### src/rtl/irq_arb7.sv
module irq_arb7 #(
  parameter int NSRC = 7,
  parameter int NBASE = 5
) (
  input  logic              clk,
  input  logic              rst_n,
  input  logic              mc_tick_i,
  input  logic [7:0]        ie_i,
  input  logic [NBASE-1:0]  prio_i,
  input  logic [NBASE-1:0]  src_req_i,
  input  logic              ext2_n_i,
  input  logic              ext3_n_i,
  input  logic              xcon_we_i,
  input  logic [7:0]        xcon_wdata_i,
  output logic [7:0]        xcon_o,
  output logic              irq_o,
  output logic [7:0]        irq_vec_o,
  input  logic              ack_i,
  input  logic              reti_i,
  output logic [NSRC-1:0]   src_ack_o,
  output logic [1:0]        in_svc_o
);
  localparam int IW = $clog2(NSRC);

  logic [7:0] xcon_q, xcon_d;
  logic       s2_q, s3_q;
  logic [1:0] svc_q, svc_d;
  logic [NSRC-1:0] req, en, pri, act_hi, act_lo;
  logic hi_any, lo_any, take, sel_hi;
  logic [IW-1:0] sel;

  function automatic logic [IW-1:0] first_set(input logic [NSRC-1:0] v);
    first_set = '0;
    for (int i = NSRC-1; i >= 0; i--)
      if (v[i]) first_set = IW'(i);
  endfunction

  assign req = {xcon_q[5], xcon_q[1], src_req_i};
  assign en  = {xcon_q[6], xcon_q[2], ie_i[NBASE-1:0]} & {NSRC{ie_i[7]}};
  assign pri = {xcon_q[7], xcon_q[3], prio_i};
  assign act_hi = req & en & pri;
  assign act_lo = req & en & ~pri;
  assign hi_any = |act_hi;
  assign lo_any = |act_lo;

  assign irq_o  = (hi_any & ~svc_q[1]) | (~hi_any & lo_any & ~|svc_q);
  assign sel_hi = hi_any;
  assign sel    = hi_any ? first_set(act_hi) : first_set(act_lo);
  assign irq_vec_o = 8'h03 + {(sel < IW'(NBASE)) ? 5'(sel) : 5'(sel) + 5'd1, 3'b000};
  assign take   = irq_o & ack_i;
  assign src_ack_o = take ? (NSRC'(1) << sel) : '0;
  assign xcon_o = xcon_q;
  assign in_svc_o = svc_q;

  always_comb begin
    xcon_d = xcon_q;
    if (xcon_we_i) xcon_d = xcon_wdata_i;
    if (take && sel == IW'(5) && xcon_d[0]) xcon_d[1] = 1'b0;
    if (take && sel == IW'(6) && xcon_d[4]) xcon_d[5] = 1'b0;
    if (mc_tick_i) begin
      if (xcon_d[0]) begin
        if (s2_q && !ext2_n_i) xcon_d[1] = 1'b1;
      end else xcon_d[1] = ~ext2_n_i;
      if (xcon_d[4]) begin
        if (s3_q && !ext3_n_i) xcon_d[5] = 1'b1;
      end else xcon_d[5] = ~ext3_n_i;
    end
  end

  always_comb begin
    svc_d = svc_q;
    if (reti_i) begin
      if (svc_d[1]) svc_d[1] = 1'b0;
      else          svc_d[0] = 1'b0;
    end
    if (take) svc_d[sel_hi] = 1'b1;
  end

  always_ff @(posedge clk or negedge rst_n) begin
    if (!rst_n) begin
      xcon_q <= '0;
      svc_q  <= '0;
      s2_q   <= 1'b1;
      s3_q   <= 1'b1;
    end else begin
      xcon_q <= xcon_d;
      svc_q  <= svc_d;
      if (mc_tick_i) begin
        s2_q <= ext2_n_i;
        s3_q <= ext3_n_i;
      end
    end
  end

  p_vec_form_r2: assert property (@(posedge clk) disable iff (!rst_n)
    irq_o |-> (irq_vec_o[2:0] == 3'b011 && irq_vec_o <= 8'h3B));

  p_master_off_r5: assert property (@(posedge clk) disable iff (!rst_n)
    !ie_i[7] |-> !irq_o);

  p_hi_blocks_r6: assert property (@(posedge clk) disable iff (!rst_n)
    in_svc_o[1] |-> !irq_o);

  p_reti_pop_r7: assert property (@(posedge clk) disable iff (!rst_n)
    (reti_i && !ack_i && in_svc_o[1]) |=> (!in_svc_o[1] && in_svc_o[0] == $past(in_svc_o[0])));

  p_edge_clear_r8: assert property (@(posedge clk) disable iff (!rst_n)
    (src_ack_o[5] && xcon_o[0] && !mc_tick_i && !xcon_we_i) |=> !xcon_o[1]);

  p_level_follow_r9: assert property (@(posedge clk) disable iff (!rst_n)
    (mc_tick_i && !xcon_we_i && !xcon_o[0]) |=> (xcon_o[1] == !$past(ext2_n_i)));

  p_ack_onehot_r11: assert property (@(posedge clk) disable iff (!rst_n)
    (irq_o && ack_i) |-> $onehot(src_ack_o));

  p_ack_quiet_r11: assert property (@(posedge clk) disable iff (!rst_n)
    !(irq_o && ack_i) |-> (src_ack_o == '0));
endmodule

### config.mk
export PLATFORM = sky130hd
export DESIGN_NAME = irq_arb7
export DESIGN_NICKNAME = d
export VERILOG_FILES = /design/src/rtl/irq_arb7.sv
export SDC_FILE = /design/constraint.sdc
export NUM_CORES = 1
export LEC_CHECK = 0
export BUFFER_PORTS_ARGS = -buffer_cell sky130_fd_sc_hd__buf_2
export CAP_MARGIN = 40
export CORE_AREA = 2 2 52 54
export DETAILED_ROUTE_END_ITERATION = 7
export DIE_AREA = 0 0 54 56
export GPL_ROUTABILITY_DRIVEN = 0
export PLACE_DENSITY_LB_ADDON = 0.05
export SETUP_SLACK_MARGIN = 0.02
export SYNTH_ARGS = -nofsm -noshare
export SYNTH_HDL_FRONTEND = slang
export SYNTH_SLANG_ARGS = --single-unit
### constraint.sdc
create_clock -name clk -period 3 [get_ports clk]
set_input_delay 0.3 -clock clk [delete_from_list [all_inputs] [get_ports clk]]
set_output_delay 0.3 -clock clk [all_outputs]
set_load 0.01 [all_outputs]
* After elaboration in Yosys (flattened, before gate mapping)
Index checks and enable logic that the tools add are counted.
Operators by class: $add $sub $neg 2, multiply operators 0, div/mod/pow operators 0, order comparisons 3, equality and inequality tests 2, shifts and indexed selects 1, mux-type cells 31, bitwise gates (word level) 15, reductions and logical operators 13
Operators with widths (count):
- $mux 3 | 15
- $and 7x7->7 | 4
- $reduce_or 7->1 | 2
- $mux 1 | 10
- $add 2x7->8 const A | 1
- $logic_and 1x1->1 | 7
- $mux 7 | 1
- $not 7->7 | 1
- $shl 1x3->7 const A | 1
- $eq 3x3->1 const B | 2
- $mux 6 | 1
- $add 3x1->4 const B | 1
- $and 1x1->1 | 4
- $mux 2 | 2
- $mux 4 | 1
- $not 1->1 | 4
- $logic_not 1->1 | 3
- $lt 3x3->1 const B | 1
- $lt 1x2->1 const B | 1
- $or 2x2->2 | 1
- $reduce_or 2->1 | 1
- $demux 1 s1 | 1
- $ge 1x1->1 const B | 1
- $or 1x1->1 | 1
Storage, ports and cells: flip-flop bits (word level) 12, bits in latches 0, RAM bits 0, bits in read-only memories 0, output and inout bits 26, logic and storage cells 72, memories 0

* Depth between registers and ports, before layout
Gate-level depths: netlist of run 1.
word-level depth 18, mapped depth 9

* Least setup slack after synthesis of run 1
Ideal clock, no wire load.
path kind reg2out, from reg xcon_q[2] (netlist: xcon_o[2]), to out irq_vec_o[5], data arrival time 1.870 ns, data required time 2.700 ns, setup slack 0.830 ns, stages on the path, launching flop included 9, cells stage by stage dfrtp_1 -> and4b_1 -> a211oi_1 -> nor3_2 -> a22oi_4 -> inv_1 -> ha_1 -> ha_1 -> a21oi_2
Between the ends: word-level cells in the longest chain between the ends 13
RTL lines:
- from (decl) | line 25 | logic [7:0] xcon_q, xcon_d;
- from (signal assigned) | line 86 | xcon_q <= xcon_d;
- $and 7x7->7 (*) | line 39 | assign en = {xcon_q[6], xcon_q[2], ie_i[NBASE-1:0]} & {NSRC{ie_i[7]}};
- $and 7x7->7 (*) | line 41, 42
- $and 7x7->7 (on tied branches) | line 42, 41
- $mux 3 (6 in a row) | line 35 | if (v[i]) first_set = IW'(i);
- $mux 3 (*) | line 48 | assign sel = hi_any ? first_set(act_hi) : first_set(act_lo);
- $add 3x1->4 / $lt 3x3->1 (equally long branches) | line 49 | assign irq_vec_o = 8'h03 + {(sel < IW'(NBASE)) ? 5'(sel) : 5'(sel) + 5'd1, 3'b000};
- $mux 4 (*) | line 49
- $add 2x7->8 (*) | line 49
- to (decl) | line 17 | output logic [7:0] irq_vec_o,
Every way passes the cells marked *; elsewhere a longest branch is shown, timed or not.

* Final worst setup path of run 1
from reg xcon_q[1] (netlist: xcon_o[1]), to out irq_vec_o[5]
Between the ends: word-level cells in the longest chain between the ends 12
RTL lines (line):
- $and 7x7->7 (*) | 41, 42
- $and 7x7->7 (on tied branches) | 42, 41
- $mux 3 (6 in a row) | 35
- $mux 3 (*) | 48
- $add 3x1->4 / $lt 3x3->1 (equally long branches) | 49
- $mux 4 (*) | 49
- $add 2x7->8 (*) | 49
Marks and branches as above.

==> results_dict.tcl, run 1 <==
set metrics [dict create \
    insertion_delay_ns 0.28 \
    row_count 18 \
    hold_path_class "in -> reg" \
    p_clk_frac 0.223 \
    tns_ns 0 \
    arrival_ns 2.39 \
    clockBufferDepth 2 \
    crit_fanout 6 \
    cts-root-buf "clkbuf_4" \
    irDropWorstVdd_uv 306 \
    power_leakage_nw 0.773 \
    drt_pre_antenna_iters 4 \
    synth_edf_count 0 \
    ys_seq_elements 12 \
    cp-end-kind "output port" \
    ys_types 47 \
    core_mm2 0.00243 \
    portBuffers 52 \
    syn_avg_cell_area_um2 9.90 \
    postCtsSetupRepairBufs 0 \
    netlist.area_leader.share 0.222 \
    ys_async_sr_fraction 1.00 \
    die-area_mm2 0.00302 \
    cp.required_ns 2.70 \
    timing.hold.ws_ns 0.253 \
    p_total_w 0.000582 \
    overflow 0 \
    finalSetupViolCount 0 \
    synthFlopType "dfrtp_1" \
    wl_per_cell_um 12.9 \
    syn_area_mm2 0.00113 \
    synth_warnings 0 \
    grt_pass1_wl_um 4360 \
    track_usage 0.184 \
    nets 207 \
    grt_pass1_vias 1009 \
    period_needed_ns 2.69 \
    vias 1062 \
    syn2layout_area_growth_pct 26.8 \
    drive_above_1_share 0.479 \
    postPlaceCellArea_mm2 0.00139 \
    grt_max_degree 17 \
    cts_tree "built" \
    via_per_inst 5.39 \
    synth.largest_area_cell "dfrtp_1" \
    slew_viol_final 0 \
    status "completed" \
    finClkSkew_ns 0.00573 \
    timing.final.crit_share 0.896 \
    final_antenna_net_count 0 \
    dp_hpwl_um 2050 \
    cp-start-kind "flip-flop" \
    synth_area_leaders "dfrtp_1, mux2_2, ha_1" \
    power.switching_w 0.000211 \
    swShare 0.362 \
    yosysSeqAreaShare 0.268 \
    drt_iter0_drc 21 \
    fmax_mhz 372 \
    intPower_w 0.000371 \
    diodes 0 \
    maxCapViolCount 0 \
    start_util 0.464 \
    path_class "reg -> out" \
    routed_wl_um 2540 \
    drc 0 \
    final_core_util 0.588 \
    fp.dieH_um 56 \
    powerDensity_mw_per_mm2 407 \
    antenna_found_initial 0 \
    htreeDepth 1 \
    clk_pin_slew_worst_paths_ns 0.07 \
    finalInstanceArea_mm2 0.00143 \
    cts_buffers 3 \
    combPwrFrac 0.418 \
    num_io_pins 60 \
    die_x_um 54 \
    rsz0062_at_grt "false" \
    p_seq_frac 0.359 \
    hold_viol_final 0 \
    post_cts_resized 0 \
    cts_sinks 12 \
    syn_inst 114 \
    cts_hold_buf 1 \
]
routing by layer:
layer	vias to the layer above	track usage	routed length (um)
met2	37	0.324	1290
met1	499	0.231	1110
li1	524	-	-
met4	0	0.0643	9
met3	2	0.00806	121
met5	-	0	0
power groups by stage:
stage                     sequential (W)  clock [W]  combinational, W
after floorplan                 0.000217          0          0.000152
after global placement          0.000211          0          0.000236
after detailed placement        0.000212          0          0.000241
after CTS                       0.000209   0.000131          0.000245
after global routing            0.000213   0.000141          0.000273
final                           0.000209   0.000130          0.000243
critical path, stage by stage (launching register included):
cell	delay [ns]
dfrtp_1	0.42
nand4_1	0.16
and3_4	0.26
nand2_1	0.10
o21ai_2	0.29
inv_1	0.11
ha_1	0.20
ha_1	0.30
a21oi_2	0.12
buf_2	0.13
cells in the final DEF (no fill, tap or decap), types with 4 or more instances in the layout:
master	synthesis	final
buf_2	0	52
dfrtp_1	10	10
nand4_1	8	8
inv_1	7	7
nor2_1	6	6
mux2_2	6	6
mux2i_1	5	5
ha_1	5	5
conb_1	2	5
nand2_1	4	4
and4b_1	4	4
a21oi_1	4	4
final timing paths:
kind                                             from               endpoint  slack [ns]  cells past startpoint
worst max-delay path              xcon_o[1]$_DFF_PN0_           irq_vec_o[5]        0.31                      9
worst min-delay path                  xcon_wdata_i[3]  xcon_o[3]$_DFFE_PN0P_        0.25                      2
worst max register to register    xcon_o[1]$_DFF_PN0_    xcon_o[1]$_DFF_PN0_        1.12                      7
worst min register to register  xcon_o[3]$_DFFE_PN0P_  xcon_o[3]$_DFFE_PN0P_        0.57                      1
max in group asynchronous                       rst_n       s3_q$_DFFE_PN1P_        2.31                      2
min in group asynchronous                       rst_n    xcon_o[0]$_DFF_PN0_        0.42                      2
flip-flops by register name (all words and copies together) (netlist names):
register / count
xcon_o: 8
in_svc_o: 2
s2_q: 1
s3_q: 1
metrics by stage:
step	setup WS (ns)	cells
2_1_floorplan	0.830	117
3_3_place_gp	0.517	192
3_5_place_dp	0.443	192
4_1_cts	0.296	197
5_1_grt	0.117	197
6_report	0.313	197
cell families after synthesis:
logic type | after synthesis | synth area share
other | 2 | 0.00665
and+or+nand+nor | 50 | 0.341
adders and majority gates | 5 | 0.0554
muxes | 11 | 0.104
DFF | 12 | 0.268
AOI/OAI and AO/OA | 20 | 0.154
buffers and inverters | 14 | 0.0698
synth_stat cells (all sizes together), types with 2 or more instances:
master / number
and3: 4
conb: 2
and4: 2
ha: 5
o21ai: 4
nor2: 6
dfrtp: 10
mux2: 6
inv: 7
a21oi: 5
mux2i: 5
a22oi: 2
buf: 6
nor3b: 3
nand2: 5
and4b: 6
and2: 4
a21o: 2
nand4b: 2
dfstp: 2
nand2b: 3
nand4: 9
a211oi: 2
cell type report:
class	count	area, um2
clock buffers	4	36.3
fillers	249	1000
inverters	7	26.3
multi-input cells	91	758
flip-flops and latches	12	303
well taps	30	37.5
repair buffers	53	270
No activity file was read; power rests on OpenSTA's default activity.
==> run 2, diff against run 1 <==
--- a/config.mk
+++ b/config.mk
@@ -5,11 +5,12 @@
 export SDC_FILE = /design/constraint.sdc
 export NUM_CORES = 1
 export LEC_CHECK = 0
+export ABC_AREA = 1
 export BUFFER_PORTS_ARGS = -buffer_cell sky130_fd_sc_hd__buf_2
 export CAP_MARGIN = 40
-export CORE_AREA = 2 2 52 54
+export CORE_AREA = 4 4 54 56
 export DETAILED_ROUTE_END_ITERATION = 7
-export DIE_AREA = 0 0 54 56
+export DIE_AREA = 0 0 58 60
 export GPL_ROUTABILITY_DRIVEN = 0
 export PLACE_DENSITY_LB_ADDON = 0.05
 export SETUP_SLACK_MARGIN = 0.02
==> results_dict.tcl, run 2 <==
set metrics [dict create \
    status "completed" \
    cts-root-buf "clkbuf_4" \
    finalSetupViolCount 0 \
    portBuffers 52 \
    cp-start-kind "flip-flop" \
    slew_viol_final 0 \
    hold_path_class "in -> reg" \
    fmax_mhz 389 \
    die_x_um 58 \
    period_needed_ns 2.57 \
    drt_pre_antenna_iters 4 \
    grt_pass1_wl_um 4510 \
    ys_types 28 \
    dp_cells 246 \
    irDropWorstVdd_uv 332 \
    diodes 0 \
    syn2layout_area_growth_pct 26.8 \
    core_mm2 0.00243 \
    dp_hpwl_um 2280 \
    cts_sinks 12 \
    grt_pass1_vias 1158 \
    hold_viol_final 0 \
    synthTopCellsByCount "nand2_1, inv_1, nor2_1" \
    htreeDepth 1 \
    yosysSeqAreaShare 0.268 \
    timing.hold.ws_ns 0.233 \
    wl_per_cell_um 10.6 \
    layout_commonest_cell "buf_2" \
    power_leakage_nw 0.872 \
    fp.dieH_um 60 \
    largest_reg_flops 8 \
    row_count 18 \
    antenna_found_initial 0 \
    synth_warnings 0 \
    hold_start "xcon_wdata_i[2]" \
    clk_pin_slew_worst_paths_ns 0.07 \
    min_path_cells 3 \
    ys_async_sr_fraction 1.00 \
    syn_avg_cell_area_um2 6.73 \
    path_class "reg -> out" \
    nets 261 \
    clockBufferDepth 2 \
    syn_area_mm2 0.00113 \
    postCtsSetupRepairBufs 0 \
    ys_seq_elements 12 \
    timing.final.crit_share 0.857 \
    layout_common_cells "buf_2, nand2_1, inv_1" \
    fin_cells 251 \
    drt_iter0_drc 20 \
    num_io_pins 60 \
    finClkSkew_ns 0.000364 \
    yosysMostFrequentCell "nand2_1" \
    synth_area_leaders "dfrtp_1, nand2_1, inv_1" \
    timing.rr.start "xcon_o[1]$_DFF_PN0_" \
    insertion_delay_ns 0.26 \
    overflow 0 \
    tns_ns 0 \
    crit_fanout 6 \
    reg2reg_depth 14 \
    drc 0 \
    cts_tree "built" \
    routed_wl_um 2670 \
    maxCapViolCount 0 \
    setup_ws_ns 0.429 \
    grt_max_degree 15 \
    drive_above_1_share 0.367 \
    vias 1200 \
    synth.largest_area_cell "dfrtp_1" \
    start_util 0.465 \
    cp-end-kind "output port" \
    post_cts_resized 0 \
    cp.required_ns 2.70 \
    post-place-ws_ns 0.507 \
    cts_buffers 3 \
    track_usage 0.161 \
    worstSetupStartpoint "xcon_o[1]$_DFF_PN0_" \
    syn_inst 168 \
    via_per_inst 4.78 \
    arrival_ns 2.27 \
    netlist.area_leader.share 0.221 \
    synthFlopType "dfrtp_1" \
    synth_edf_count 0 \
    die-area_mm2 0.00348 \
    powerDensity_mw_per_mm2 382 \
    final_antenna_net_count 0 \
    rsz0062_at_grt "false" \
]
[run 2: cell count changes in the layout (fill, tap and decap cells not counted), sizes merged, moves of 5 or more]
cell	delta
nor2	+16
nor3	+5
mux2i	-5
mux2	-6
and4b	-6
nand3	+11
inv	+22
nand2	+45
[run 2: worst max-delay path, stage by stage (launching register included)]
cell	delay [ns]
dfrtp_1	0.43
nand4_2	0.13
nand2_1	0.06
nor2_1	0.16
inv_2	0.06
nor2_4	0.14
nand2_1	0.08
nand3_2	0.13
inv_1	0.08
ha_1	0.19
ha_1	0.27
a21oi_1	0.14
buf_2	0.14
[run 2: cells by family (layout without fill, tap and decap cells)]
family          after synthesis  in the layout  synth area share
buf+inv                      36             86             0.145
simple gates                 98             98             0.435
flops                        12             12             0.268
fa+ha+maj                     5              5            0.0554
compound gates               15             15            0.0897
other cells                   2              5           0.00665
[run 2: power breakdown]
part / switching, W / internal, W
clock network: 0.0000497 / 0.0000736
registers: 0.0000137 / 0.000182
logic: 0.000143 / 0.0000857
[run 2: routing by layer]
layer	wire (um)	share of wire	track usage	up-vias
li1	-	-	-	625
met1	1070	0.40	0.177	535
met2	1390	0.52	0.323	36
met3	173	0.065	0.0130	4
met4	31	0.012	0.0497	0
met5	0	0	0	-
[run 2: repair_timing]
item,in CTS,in global routing
hold buffers,1,0
setup endpoints to repair,0,0
hold endpoints to repair,10,0
[run 2: cell type report]
class / instances / area, um2
sequential: 12 / 303
tap: 30 / 37.5
inverter: 29 / 111
timing repair buffer: 53 / 270
clock buffer: 4 / 36.3
multi-input combinational: 123 / 674
fill: 250 / 1000
[run 2: metrics by stage]
stage	utilization	total power, W	area [um2]
after CTS	0.589	0.000558	1430
final	0.589	0.000548	1430
after global routing	0.589	0.000596	1430
after detailed placement	0.570	0.000430	1390
after floorplan	-	0.000352	1140
after global placement	0.570	0.000421	1390
[run 2: final timing paths]
path | slack (ns) | endpoint
max reg2reg | 1.04 | xcon_o[5]$_DFF_PN0_
min reg2reg | 0.48 | s3_q$_DFFE_PN1P_
max in group asynchronous | 2.29 | s2_q$_DFFE_PN1P_
min in group asynchronous | 0.44 | xcon_o[0]$_DFF_PN0_
max | 0.43 | irq_vec_o[5]
min | 0.23 | xcon_o[2]$_DFFE_PN0P_
==> run 3, diff against run 2 <==
--- a/config.mk
+++ b/config.mk
@@ -8,9 +8,9 @@
 export ABC_AREA = 1
 export BUFFER_PORTS_ARGS = -buffer_cell sky130_fd_sc_hd__buf_2
 export CAP_MARGIN = 40
-export CORE_AREA = 4 4 54 56
+export CORE_AREA = 4 4 56 58
 export DETAILED_ROUTE_END_ITERATION = 7
-export DIE_AREA = 0 0 58 60
+export DIE_AREA = 0 0 60 62
 export GPL_ROUTABILITY_DRIVEN = 0
 export PLACE_DENSITY_LB_ADDON = 0.05
 export SETUP_SLACK_MARGIN = 0.02
==> constraint.sdc (replaced) <==
create_clock -name clk -period 2.65 [get_ports clk]
set_input_delay 0.265 -clock clk [delete_from_list [all_inputs] [get_ports clk]]
set_output_delay 0.265 -clock clk [all_outputs]
set_load 0.01 [all_outputs]
==> results_dict.tcl, run 3 (synthesis gave the netlist of run 2 again) <==
set metrics [dict create \
    portBuffers 52 \
    drc 0 \
    slowest_delay_ns 0.44 \
    postPlaceCellArea_mm2 0.00139 \
    fmax_mhz 409 \
    die-area_mm2 0.00372 \
    timing.final.crit_share 0.923 \
    powerDensity_mw_per_mm2 435 \
    slew_viol_final 0 \
    grt_pass1_vias 1089 \
    cts-root-buf "clkbuf_4" \
    cts_sinks 12 \
    arrival_ns 2.18 \
    reg2reg_to "xcon_o[1]$_DFF_PN0_" \
    clockBufferDepth 2 \
    cp-endpoint "irq_vec_o[5]" \
    maxCapViolCount 0 \
    finalSetupViolCount 0 \
    core_mm2 0.00266 \
    layout_common_cells "buf_2, nand2_1, inv_1" \
    syn2layout_area_growth_pct 30.6 \
    final_antenna_net_count 0 \
    slowest_stage "dfrtp_2" \
    finalInstanceArea_mm2 0.00148 \
    die_x_um 60 \
    drt_iter0_drc 40 \
    diodes 0 \
    hold_viol_final 0 \
    routed_wl_um 2710 \
    fin_cells 256 \
    cp-start-kind "flip-flop" \
    grt_pass1_wl_um 4330 \
    path_class "reg -> out" \
    insertion_delay_ns 0.27 \
    status "completed" \
    fp.dieH_um 62 \
    vias 1217 \
    overflow 0 \
    cts_buffers 3 \
    crit_fanout 4 \
    reg2reg_depth 14 \
    cp.required_ns 2.38 \
    drt_pre_antenna_iters 4 \
    dp_cells 247 \
    clk_pin_slew_worst_paths_ns 0.08 \
    worstSetupStartpoint "xcon_o[1]$_DFF_PN0_" \
    start_util 0.424 \
    largest_reg_flops 8 \
    dp_hpwl_um 2270 \
    layout_commonest_cell "buf_2" \
    hold_path_class "in -> reg" \
    cp-end-kind "output port" \
    track_usage 0.150 \
    nets 265 \
    setup_ws_ns 0.203 \
    irDropWorstVdd_uv 301 \
    period_needed_ns 2.45 \
    num_io_pins 60 \
    path_cells "nand4_2, nand2_1, nor2_2, inv_2, nor2_4, nand2_1, nand3_4, inv_1, ha_1, ha_1, a21oi_1, buf_2" \
    post-place-ws_ns 0.228 \
    htreeDepth 1 \
    finClkSkew_ns 0.00182 \
    grt_max_degree 15 \
    rsz0062_at_grt "true" \
    row_count 19 \
    drive_above_1_share 0.387 \
    r2r_slack_ns 0.69 \
    wl_per_cell_um 10.6 \
    tns_ns 0 \
    timing.rr.start "xcon_o[1]$_DFF_PN0_" \
    via_per_inst 4.75 \
    power_leakage_nw 0.892 \
    timing.hold.ws_ns 0.190 \
    antenna_found_initial 0 \
    cts_tree "built" \
]
## run 3: cell types whose count changed in the layout (fill, tap and decap cells not counted)
| cell | delta |
|---|---|
| nand3_4 | +1 |
| buf_4 | +4 |
| dfrtp_1 | -1 |
| nor2_1 | -1 |
| nand3_2 | -1 |
| nor2_2 | +1 |
| dfrtp_2 | +1 |
## run 3: where the power goes
part	switching, W	internal, W	leakage [nW]
logic	0.000165	0.000108	0.727
registers	0.0000157	0.000206	0.143
clock network	0.0000631	0.0000835	0.0210
## run 3: area by class of cell
class / count / area (um2)
inverter: 29 / 111
clock buffer: 4 / 36.3
fill: 297 / 1190
timing repair buffer: 57 / 300
multi-input combinational: 123 / 684
sequential: 12 / 304
tap: 31 / 38.8
## run 3: worst min path at each step
| stage | start | end | slack, ns | cells past startpoint |
|---|---|---|---|---|
| after floorplan | rst_n | in_svc_o[0]$_DFF_PN0_ | -0.03 | 0 |
| after global placement | rst_n | in_svc_o[0]$_DFF_PN0_ | 0.16 | 1 |
| after detailed placement | rst_n | in_svc_o[0]$_DFF_PN0_ | 0.16 | 1 |
| after CTS | xcon_wdata_i[6] | xcon_o[6]$_DFFE_PN0P_ | 0.19 | 3 |
| after global routing | reti_i | in_svc_o[1]$_DFF_PN0_ | 0.19 | 2 |
| final | xcon_wdata_i[6] | xcon_o[6]$_DFFE_PN0P_ | 0.19 | 3 |
## run 3: per-stage QoR
stage               total power, W  utilization
floorplan                 0.000399            -
global placement          0.000477        0.521
detailed placement        0.000484        0.521
CTS                       0.000633        0.539
global route              0.000701        0.554
finish                    0.000642        0.554
## run 3: critical path: cells and delay by family, from the launching register on
family / cells / cell delay [ns]
compound gates: 1 / 0.13
flops: 1 / 0.44
simple gates: 6 / 0.61
buf+inv: 3 / 0.26
fa+ha+maj: 2 / 0.45
## run 3: timing repair
action	CTS	global route
gates resized for setup	0	3
hold buffers	1	0
buffers inserted	0	4
hold endpoints to repair	10	0
endpoints found under the setup margin	0	6
## run 3: layer usage
layer  vias up  GRT usage  routed length, um  share of wire
met5         -          0                  0              0
met4         0     0.0190                  0              0
met3         0     0.0475                199          0.073
met2        32      0.265               1350           0.50
met1       549      0.185               1160           0.43
li1        636          -                  -              -
